File: config.mk
export PLATFORM = sky130hd
export DESIGN_NAME = quad_pos_counter
export DESIGN_NICKNAME = d
export VERILOG_FILES = /design/src/rtl/qdec_pkg.sv /design/src/rtl/qdec_sync.sv /design/src/rtl/qdec_step.sv /design/src/rtl/qdec_cla_step.sv /design/src/rtl/quad_pos_counter.sv
export SDC_FILE = /design/constraint.sdc
export NUM_CORES = 1
export LEC_CHECK = 0
export BUFFER_PORTS_ARGS = -buffer_cell sky130_fd_sc_hd__buf_2
export CAP_MARGIN = 20
export CORE_MARGIN = 2
export CORE_UTILIZATION = 29
export CTS_CLUSTER_DIAMETER = 100
export DETAILED_ROUTE_END_ITERATION = 6
export PLACE_DENSITY = 0.51
export SETUP_SLACK_MARGIN = 0.15
export SLEW_MARGIN = 15
export SYNTH_ARGS = -nofsm -noshare
export SYNTH_HDL_FRONTEND = slang
export SYNTH_SLANG_ARGS = --single-unit
File: constraint.sdc
create_clock -name clk_i -period 4.07 [get_ports clk_i]
set_input_delay 0.407 -clock clk_i [delete_from_list [all_inputs] [get_ports clk_i]]
set_output_delay 0.407 -clock clk_i [all_outputs]
set_load 0.05 [all_outputs]
File: src/rtl/qdec_pkg.sv
package qdec_pkg;
  localparam int unsigned PHASES = 4;

  // Position of a channel state along the clockwise sequence 00,10,11,01.
  function automatic logic [1:0] phase_of(input logic [1:0] ab);
    return {ab[0], ab[1] ^ ab[0]};
  endfunction

  typedef enum logic [1:0] {
    STEP_HOLD = 2'd0,
    STEP_FWD  = 2'd1,
    STEP_BAD  = 2'd2,
    STEP_REV  = 2'd3
  } step_e;
endpackage

File: src/rtl/qdec_sync.sv
module qdec_sync #(
  parameter int unsigned WIDTH  = 2,
  parameter int unsigned STAGES = 2
) (
  input  logic             clk_i,
  input  logic             rst_ni,
  input  logic [WIDTH-1:0] d_i,
  output logic [WIDTH-1:0] q_o
);
  logic [WIDTH-1:0] stg_q [STAGES];

  generate
    for (genvar s = 0; s < STAGES; s++) begin : g_stage
      always_ff @(posedge clk_i or negedge rst_ni) begin
        if (!rst_ni)    stg_q[s] <= '0;
        else if (s == 0) stg_q[s] <= d_i;
        else            stg_q[s] <= stg_q[(s == 0) ? 0 : s-1];
      end
    end
  endgenerate

  assign q_o = stg_q[STAGES-1];
endmodule

File: src/rtl/qdec_step.sv
module qdec_step
  import qdec_pkg::*;
(
  input  logic [1:0] prev_i,
  input  logic [1:0] cur_i,
  input  logic       en_i,
  output logic       fwd_o,
  output logic       rev_o,
  output logic       bad_o
);
  logic [1:0] delta;
  step_e      step;

  always_comb begin
    delta = phase_of(cur_i) - phase_of(prev_i);
    step  = en_i ? step_e'(delta) : STEP_HOLD;
    fwd_o = (step == STEP_FWD);
    rev_o = (step == STEP_REV);
    bad_o = (step == STEP_BAD);
  end
endmodule

File: src/rtl/qdec_cla_step.sv
module qdec_cla_step #(
  parameter int unsigned WIDTH = 16,
  parameter int unsigned GROUP = 4
) (
  input  logic [WIDTH-1:0] val_i,
  input  logic             down_i,
  output logic [WIDTH-1:0] sum_o
);
  localparam int unsigned NGRP = (WIDTH + GROUP - 1) / GROUP;
  localparam int unsigned PADW = NGRP * GROUP;

  logic [PADW-1:0] a, b, p, g, s;
  logic [NGRP:0]   gc;
  logic [NGRP-1:0] gp, gg;

  assign a = PADW'(val_i);
  // +1 or -1 (all ones over the real width).
  assign b = down_i ? PADW'({WIDTH{1'b1}}) : PADW'(1);
  assign p = a ^ b;
  assign g = a & b;
  assign gc[0] = 1'b0;

  generate
    for (genvar k = 0; k < NGRP; k++) begin : g_grp
      logic [GROUP:0] c;
      always_comb begin
        logic pp;
        logic gg_acc;
        gg_acc = 1'b0;
        pp     = 1'b1;
        for (int i = 0; i < GROUP; i++) begin
          gg_acc = g[k*GROUP+i] | (p[k*GROUP+i] & gg_acc);
          pp     = pp & p[k*GROUP+i];
        end
        gg[k] = gg_acc;
        gp[k] = pp;
        // In-group carries from look-ahead terms on the group carry-in.
        c[0] = gc[k];
        for (int i = 0; i < GROUP; i++)
          c[i+1] = g[k*GROUP+i] | (p[k*GROUP+i] & c[i]);
        for (int i = 0; i < GROUP; i++)
          s[k*GROUP+i] = p[k*GROUP+i] ^ c[i];
      end
      assign gc[k+1] = gg[k] | (gp[k] & gc[k]);
    end
  endgenerate

  assign sum_o = s[WIDTH-1:0];
endmodule

File: src/rtl/quad_pos_counter.sv
module quad_pos_counter #(
  parameter int unsigned POS_W       = 16,
  parameter int unsigned CLA_GROUP   = 4,
  parameter int unsigned SYNC_STAGES = 2
) (
  input  logic             clk_i,
  input  logic             rst_ni,
  input  logic             a_i,
  input  logic             b_i,
  output logic [POS_W-1:0] pos_o,
  output logic             err_o
);
  localparam int unsigned WARM = SYNC_STAGES + 1;

  logic [1:0]       ab_sync, ab_prev_q;
  logic [WARM-1:0]  warm_q;
  logic             live, fwd, rev, bad;
  logic [POS_W-1:0] pos_q, pos_nxt;
  logic             err_q;

  qdec_sync #(.WIDTH(2), .STAGES(SYNC_STAGES)) i_sync (
    .clk_i (clk_i),
    .rst_ni(rst_ni),
    .d_i   ({a_i, b_i}),
    .q_o   (ab_sync)
  );

  // Decoding starts once the synchroniser and previous-state register hold real samples.
  always_ff @(posedge clk_i or negedge rst_ni) begin
    if (!rst_ni) begin
      warm_q    <= '0;
      ab_prev_q <= '0;
    end else begin
      warm_q    <= {warm_q[WARM-2:0], 1'b1};
      ab_prev_q <= ab_sync;
    end
  end
  assign live = warm_q[WARM-1];

  qdec_step i_step (
    .prev_i(ab_prev_q),
    .cur_i (ab_sync),
    .en_i  (live),
    .fwd_o (fwd),
    .rev_o (rev),
    .bad_o (bad)
  );

  qdec_cla_step #(.WIDTH(POS_W), .GROUP(CLA_GROUP)) i_cla (
    .val_i (pos_q),
    .down_i(rev),
    .sum_o (pos_nxt)
  );

  always_ff @(posedge clk_i or negedge rst_ni) begin
    if (!rst_ni) begin
      pos_q <= '0;
      err_q <= 1'b0;
    end else begin
      if (fwd || rev) pos_q <= pos_nxt;
      if (bad)        err_q <= 1'b1;
    end
  end

  assign pos_o = pos_q;
  assign err_o = err_q;


  fwd_step_chk: assert property (@(posedge clk_i) disable iff (!rst_ni)
    fwd |=> pos_o == POS_W'($past(pos_o) + 1'b1));

  rev_step_chk: assert property (@(posedge clk_i) disable iff (!rst_ni)
    rev |=> pos_o == POS_W'($past(pos_o) - 1'b1));

  hold_chk: assert property (@(posedge clk_i) disable iff (!rst_ni)
    (live && ab_prev_q == ab_sync) |=> $stable(pos_o));

  bad_hold_chk: assert property (@(posedge clk_i) disable iff (!rst_ni)
    bad |=> ($stable(pos_o) && err_o));

  err_sticky_chk: assert property (@(posedge clk_i) disable iff (!rst_ni)
    err_o |=> err_o);

  cla_sum_chk: assert property (@(posedge clk_i) disable iff (!rst_ni)
    pos_nxt == (rev ? POS_W'(pos_q - 1'b1) : POS_W'(pos_q + 1'b1)));

  step_onehot_chk: assert property (@(posedge clk_i) disable iff (!rst_ni)
    $onehot0({fwd, rev, bad}));
endmodule

==> metrics.cfg, run 1 <==
[route]
firstDrtPassIters = 4
wirelength_um = 2874
drtIter0Drc = 44
via_per_inst = 4.381
num_vias = 1012
post-route-drc-count = 0
antenna_left = 0
drt-wirelength-per-cell_um = 12.44

[floorplan]
die_w_um = 73.79
dieArea_um2 = 5445
io_pins = 21
initial_utilization_pct = 29.91
core_area_um2 = 4723
die-height_um = 73.79
num_rows = 25

[yosys]
synth_cells = 134
synth_edf_count = 0
avgSynthCellArea_um2 = 10.54
yosysWarnings = 0
synthArstFlopShare_pct = 100.0
synth_area_leaders = dfrtp_1 (46%), ha_1 (12%), nand2_1 (11%), xor2_1 (9.3%), a21o_1 (5.3%)
synth_commonest_cells = nand2_1 (40), dfrtp_1 (26), xor2_1 (15)
synth_top_area_share_pct = 46.06
syn_area_um2 = 1413
synth_cell_types = 27
synth_area_leader_cell = dfrtp_1
synth_nets = 152
synth_ff_type = dfrtp_1
synth_seq_cells = 26
yosysMostFrequentCell = nand2_1
synth.yosys.seq_area_share_pct = 46.06

[clocking]
holdBufCountCts = 0
htree_num_levels = 1
clockRootBuffer = clkbuf_8
cts_tree = built
ctsLongestPathBuffers = 2
clk_pin_slew_ns = 0.10
numCtsBuffers = 3
numClockSinks = 26
clock_latency_ns = 0.28

[global_route]
antenna_found_initial = 0
grt_usage_pct = 11.70
grt-ovfl-total = 0
grt_max_degree = 27
grt_pass1_vias = 1046
grt_pass1_wl_um = 4871

[critical_path]
cp-end-kind = flop
r2r_end = pos_o[11]
path_cells = xnor2_2 > ha_2 > xnor3_2 > nor2_4 > xor2_1 > ha_2 > a21o_1 > ha_2 > a21o_1 > ha_2 > o22a_1 > buf_4 > ha_4 > a21o_1 > fa_2 > ha_4 > or3_1 > a21oi_2 > xor2_1
max_stage_delay_ns = 0.41
worst_setup_path_start_kind = flop
ff2ff_path_depth = 19
cp_top_family = adder cells
path_buf_inv = 1
critPathMaxFanout = 2
cp_common_cell = ha_2
path_class = reg -> reg
slowest_stage = dfrtp_1
required_ns = 4.28
r2r_slack_ns = 0.1
worstPathArrival_ns = 4.18
startpoint = i_sync.q_o[1]
r2r-start = i_sync.q_o[1]

[sta]
holdWs_ns = 0.1261
hold_viol = 0
worstMarginPinSlew_ns = 1.012
setup_viol = 0
post-route-min-period_ns = 3.972
report.final.slew_viol_count = 0
period_share_pct = 97.59
tns_ns = 0
fmax_mhz = 251.8
fin_skew_ns = 0.01297
rsz0062_at_grt = true
slew_headroom_pct = 32.39

[final_layout]
fin_util_pct = 37.72
n_antenna_cell = 0
nNetsFinal = 183
register_area_um2 = 650.6
area_growth_pct = 26.13
drive_above_1_share_pct = 34.15
multi_input_area_um2 = 809.5
postLayoutCellArea_um2 = 1782
num-fill-cells = 489

[placement]
place_area_um2 = 1637
gp_congestion = 0.7224
port_buffers = 20
hpwlAfterDp_um = 2057

[status]
status = completed

[power]
power_density_nw_per_um2 = 730.1
power_uw = 1301
ir_drop_uv = 348.8
p_leak_uw = 0.0009801

[hold_path]
hp-class = in -> async

[job]
maxCapViolations = 0

==> where the power goes <==
group	internal, uW	switching [uW]	leakage, uW	total (uW)
combinational	222	464	0.000638	685
clock	86.5	85.2	0.0000288	172
sequential	338	106	0.000313	444
total	646	654	0.000980	1300
==> area by class of cell <==
type | instances | area share [%]
sequential | 26 | 36.52
tap | 67 | 4.705
timing repair buffer | 31 | 10.25
clock buffer | 4 | 3.090
multi-input combinational | 103 | 45.44
==> registers in the layout (all words and copies together) (netlist names) <==
| signal | cells |
|---|---|
| pos_o | 16 |
| ab_prev_q | 2 |
| err_o | 1 |
| i_sync.stg_q | 2 |
| warm_q | 3 |
| i_sync.q_o | 2 |
==> routing by layer <==
layer | GRT usage [%] | routed length (um) | share of wire (%) | vias to the layer above
met5 | 0 | 0 | 0 | -
met4 | 3.636 | 29 | 1.0 | 0
met3 | 1.646 | 77 | 2.7 | 2
met2 | 21.33 | 1421 | 49 | 16
met1 | 14.05 | 1346 | 47 | 491
li1 | - | - | - | 503
==> metrics by stage <==
stage	instances	setup slack [ns]
2_1_floorplan	134	-0.02062
3_3_place_gp	220	0.1634
3_5_place_dp	220	0.1059
4_1_cts	225	0.06376
5_1_grt	231	-0.1337
6_report	231	0.09792
==> cells in the final DEF (no fill, tap or decap), drive strengths merged, types with 2 or more instances in the layout <==
cell,netlist,layout
a21o,10,10
a21oi,3,3
buf,3,31
clkbuf,2,4
dfrtp,26,26
ha,13,13
nand2,40,40
nor2,2,2
or3,4,4
xnor2,2,2
xor2,15,15
==> worst register-to-register path: stages, from the launching register on <==
cell,delay (ns)
dfrtp_1,0.41
xnor2_2,0.19
ha_2,0.19
xnor3_2,0.27
nor2_4,0.11
xor2_1,0.08
ha_2,0.17
a21o_1,0.15
ha_2,0.16
a21o_1,0.15
ha_2,0.17
o22a_1,0.18
buf_4,0.15
ha_4,0.14
a21o_1,0.17
fa_2,0.41
ha_4,0.17
or3_1,0.35
a21oi_2,0.14
xor2_1,0.14
==> repair_timing <==
item / in CTS / in global routing
endpoints found under the setup margin: 1 / 3
setup buffers: 1 / 6
pin swaps: 5 / 7
gates resized for setup: 1 / 7
==> how the worst max path moves through the flow <==
stage	end	slack, ns	cells after the start
floorplan	pos_o[15]	-0.02	22
global placement	pos_o[15]	0.16	20
detailed placement	pos_o[15]	0.11	20
CTS	pos_o[15]	0.06	20
global route	pos_o[15]	-0.13	20
finish	pos_o[11]	0.1	19
==> cells by family (layout without fill, tap and decap cells) <==
family,Yosys count,after routing,share of synthesized area (%)
other,1,1,0.2655
xor gates and xnor gates,18,18,12.22
AOI/OAI and AO/OA,18,18,10.19
adders and majority gates,14,14,12.93
DFF,26,26,46.06
and+or+nand+nor,51,51,15.68
buffers and inverters,5,35,1.948
muxes,1,1,0.7086
Power figures use the tool's default switching activity.
==> run 2, diff against run 1 <==
- CTS_BUF_LIST: unset -> sky130_fd_sc_hd__clkbuf_16
- PLACE_DENSITY: 0.51 -> 0.58
==> run 2 against run 1 <==
Net effect: routed wire length shrank 9.8%; final cell count down 3.0%; worst setup slack better by 0.055 ns; sequential power barely moved; sequential share of layout area up 0.44 points; largest cell class unchanged; count of clock-buffer cells in the layout decreased by 1; highest routed layer unchanged; combinational power is 3% lower; cell area decreased by 1.2%; utilization fell by 0.45 points; critical path type unchanged.
==> metrics.cfg, run 2 (synthesized netlist as in run 1, its figures left out) <==
[critical_path]
critPathMaxFanout = 3
cp_top_family = adder cells
cp-end-kind = flop
worstPathArrival_ns = 4.10
slowest_stage = dfrtp_1
max_stage_delay_ns = 0.41
path_cells = xnor2_2 > ha_2 > nand2b_4 > nor2_4 > xor2_1 > ha_2 > a21o_1 > ha_2 > a21o_1 > ha_2 > o22a_1 > a32o_1 > ha_2 > a21o_1 > ha_2 > a21o_1 > ha_2 > or3_1 > a21oi_2 > xor2_1
required_ns = 4.25
cp_common_cell = ha_2
path_buf_inv = 0
worst_setup_path_start_kind = flop
path_class = reg -> reg

[placement]
place_area_um2 = 1629
hpwlAfterDp_um = 1834
gp_congestion = 0.7400
port_buffers = 20
dp_cells = 219
place_ws_ns = 0.04752

[final_layout]
postLayoutCellArea_um2 = 1760
drive_above_1_share_pct = 28.66
num-fill-cells = 463
layout_commonest_cell = nand2_1
n_antenna_cell = 0
fin_cells = 224
largest_reg_flops = 16
nNetsFinal = 176
final_cell_mix = nand2_1 (40), dfrtp_1 (26), buf_2 (20)
area_growth_pct = 24.62

[clocking]
ctsLongestPathBuffers = 2
numClockSinks = 26
cts_tree = built
clk_pin_slew_ns = 0.06
clockRootBuffer = clkbuf_16
htree_num_levels = 1
clock_latency_ns = 0.26
numCtsBuffers = 3

[sta]
setup_viol = 0
worst_slack_ns = 0.1531
fin_skew_ns = 0.001725
post-route-min-period_ns = 3.917
fmax_mhz = 255.3
slew_headroom_pct = 41.03
rsz0062_at_grt = true
report.final.slew_viol_count = 0
period_share_pct = 96.24
hold_viol = 0
holdWs_ns = 0.1404
worstMarginPinSlew_ns = 0.8827

[floorplan]
core_area_um2 = 4723
dieArea_um2 = 5445
num_rows = 25
io_pins = 21
initial_utilization_pct = 29.91
die-height_um = 73.79
die_w_um = 73.79

[power]
ir_drop_uv = 265.9
p_leak_uw = 0.0009755
power_density_nw_per_um2 = 794.8

[global_route]
grt_usage_pct = 10.38
grt_pass1_vias = 918
grt-ovfl-total = 0
grt_max_degree = 27
antenna_found_initial = 0
grt_pass1_wl_um = 4243

[route]
firstDrtPassIters = 3
post-route-drc-count = 0
antenna_left = 0
via_per_inst = 4.433
wirelength_um = 2593
num_vias = 993
drtIter0Drc = 35
drt-wirelength-per-cell_um = 11.58

[status]
status = completed

[hold_path]
hp-class = in -> async

[job]
maxCapViolations = 0

## run 2: worst paths after layout
path | from | end | slack (ns) | cells after the start
hold reg to reg | i_sync.stg_q[2] | i_sync.q_o[0] | 0.35 | 0
max in group asynchronous | rst_ni | pos_o[3] | 3.55 | 1
setup reg to reg | i_sync.q_o[0] | pos_o[15] | 0.15 | 20
setup / recovery | i_sync.q_o[0] | pos_o[15] | 0.15 | 20
min in group clk_i | a_i | i_sync.stg_q[3] | 0.25 | 1
hold / removal | rst_ni | pos_o[6] | 0.14 | 1
## run 2: metal layers
metal | up-vias | global-route usage [%] | wire [um]
li1 | 491 | - | -
met1 | 480 | 13.15 | 1288
met2 | 18 | 16.77 | 1164
met3 | 4 | 2.606 | 98
met4 | 0 | 4.242 | 42
met5 | - | 0 | 0
## run 2: cell type report
type,instances,area [um2],share of cell area [%]
multi-input cells,103,787.0,44.71
flip-flops and latches,26,650.6,36.96
repair buffers,24,133.9,7.605
well taps,67,83.83,4.762
clock buffers,3,75.07,4.264
clock inverters,1,30.03,1.706
## run 2: stage by stage
stage / power, uW / utilization [%] / TNS [ns]
2_1_floorplan: 958.9 / - / -0.02062
3_3_place_gp: 1101 / 34.49 / 0
3_5_place_dp: 1118 / 34.49 / 0
4_1_cts: 1414 / 37.01 / 0
5_1_grt: 1491 / 37.27 / -0.02580
6_report: 1399 / 37.27 / 0
## run 2: repair_timing
action / CTS / global route
resized for setup: 2 / 2
gates cloned: 0 / 0
setup endpoints to repair: 2 / 3
setup buffers: 1 / 0
hold buffers: 0 / 0
pin swaps: 5 / 1
## run 2: power breakdown
group	internal, uW	total (uW)	switching (uW)
clock	196	285	89.7
sequential	339	447	109
combinational	212	666	454
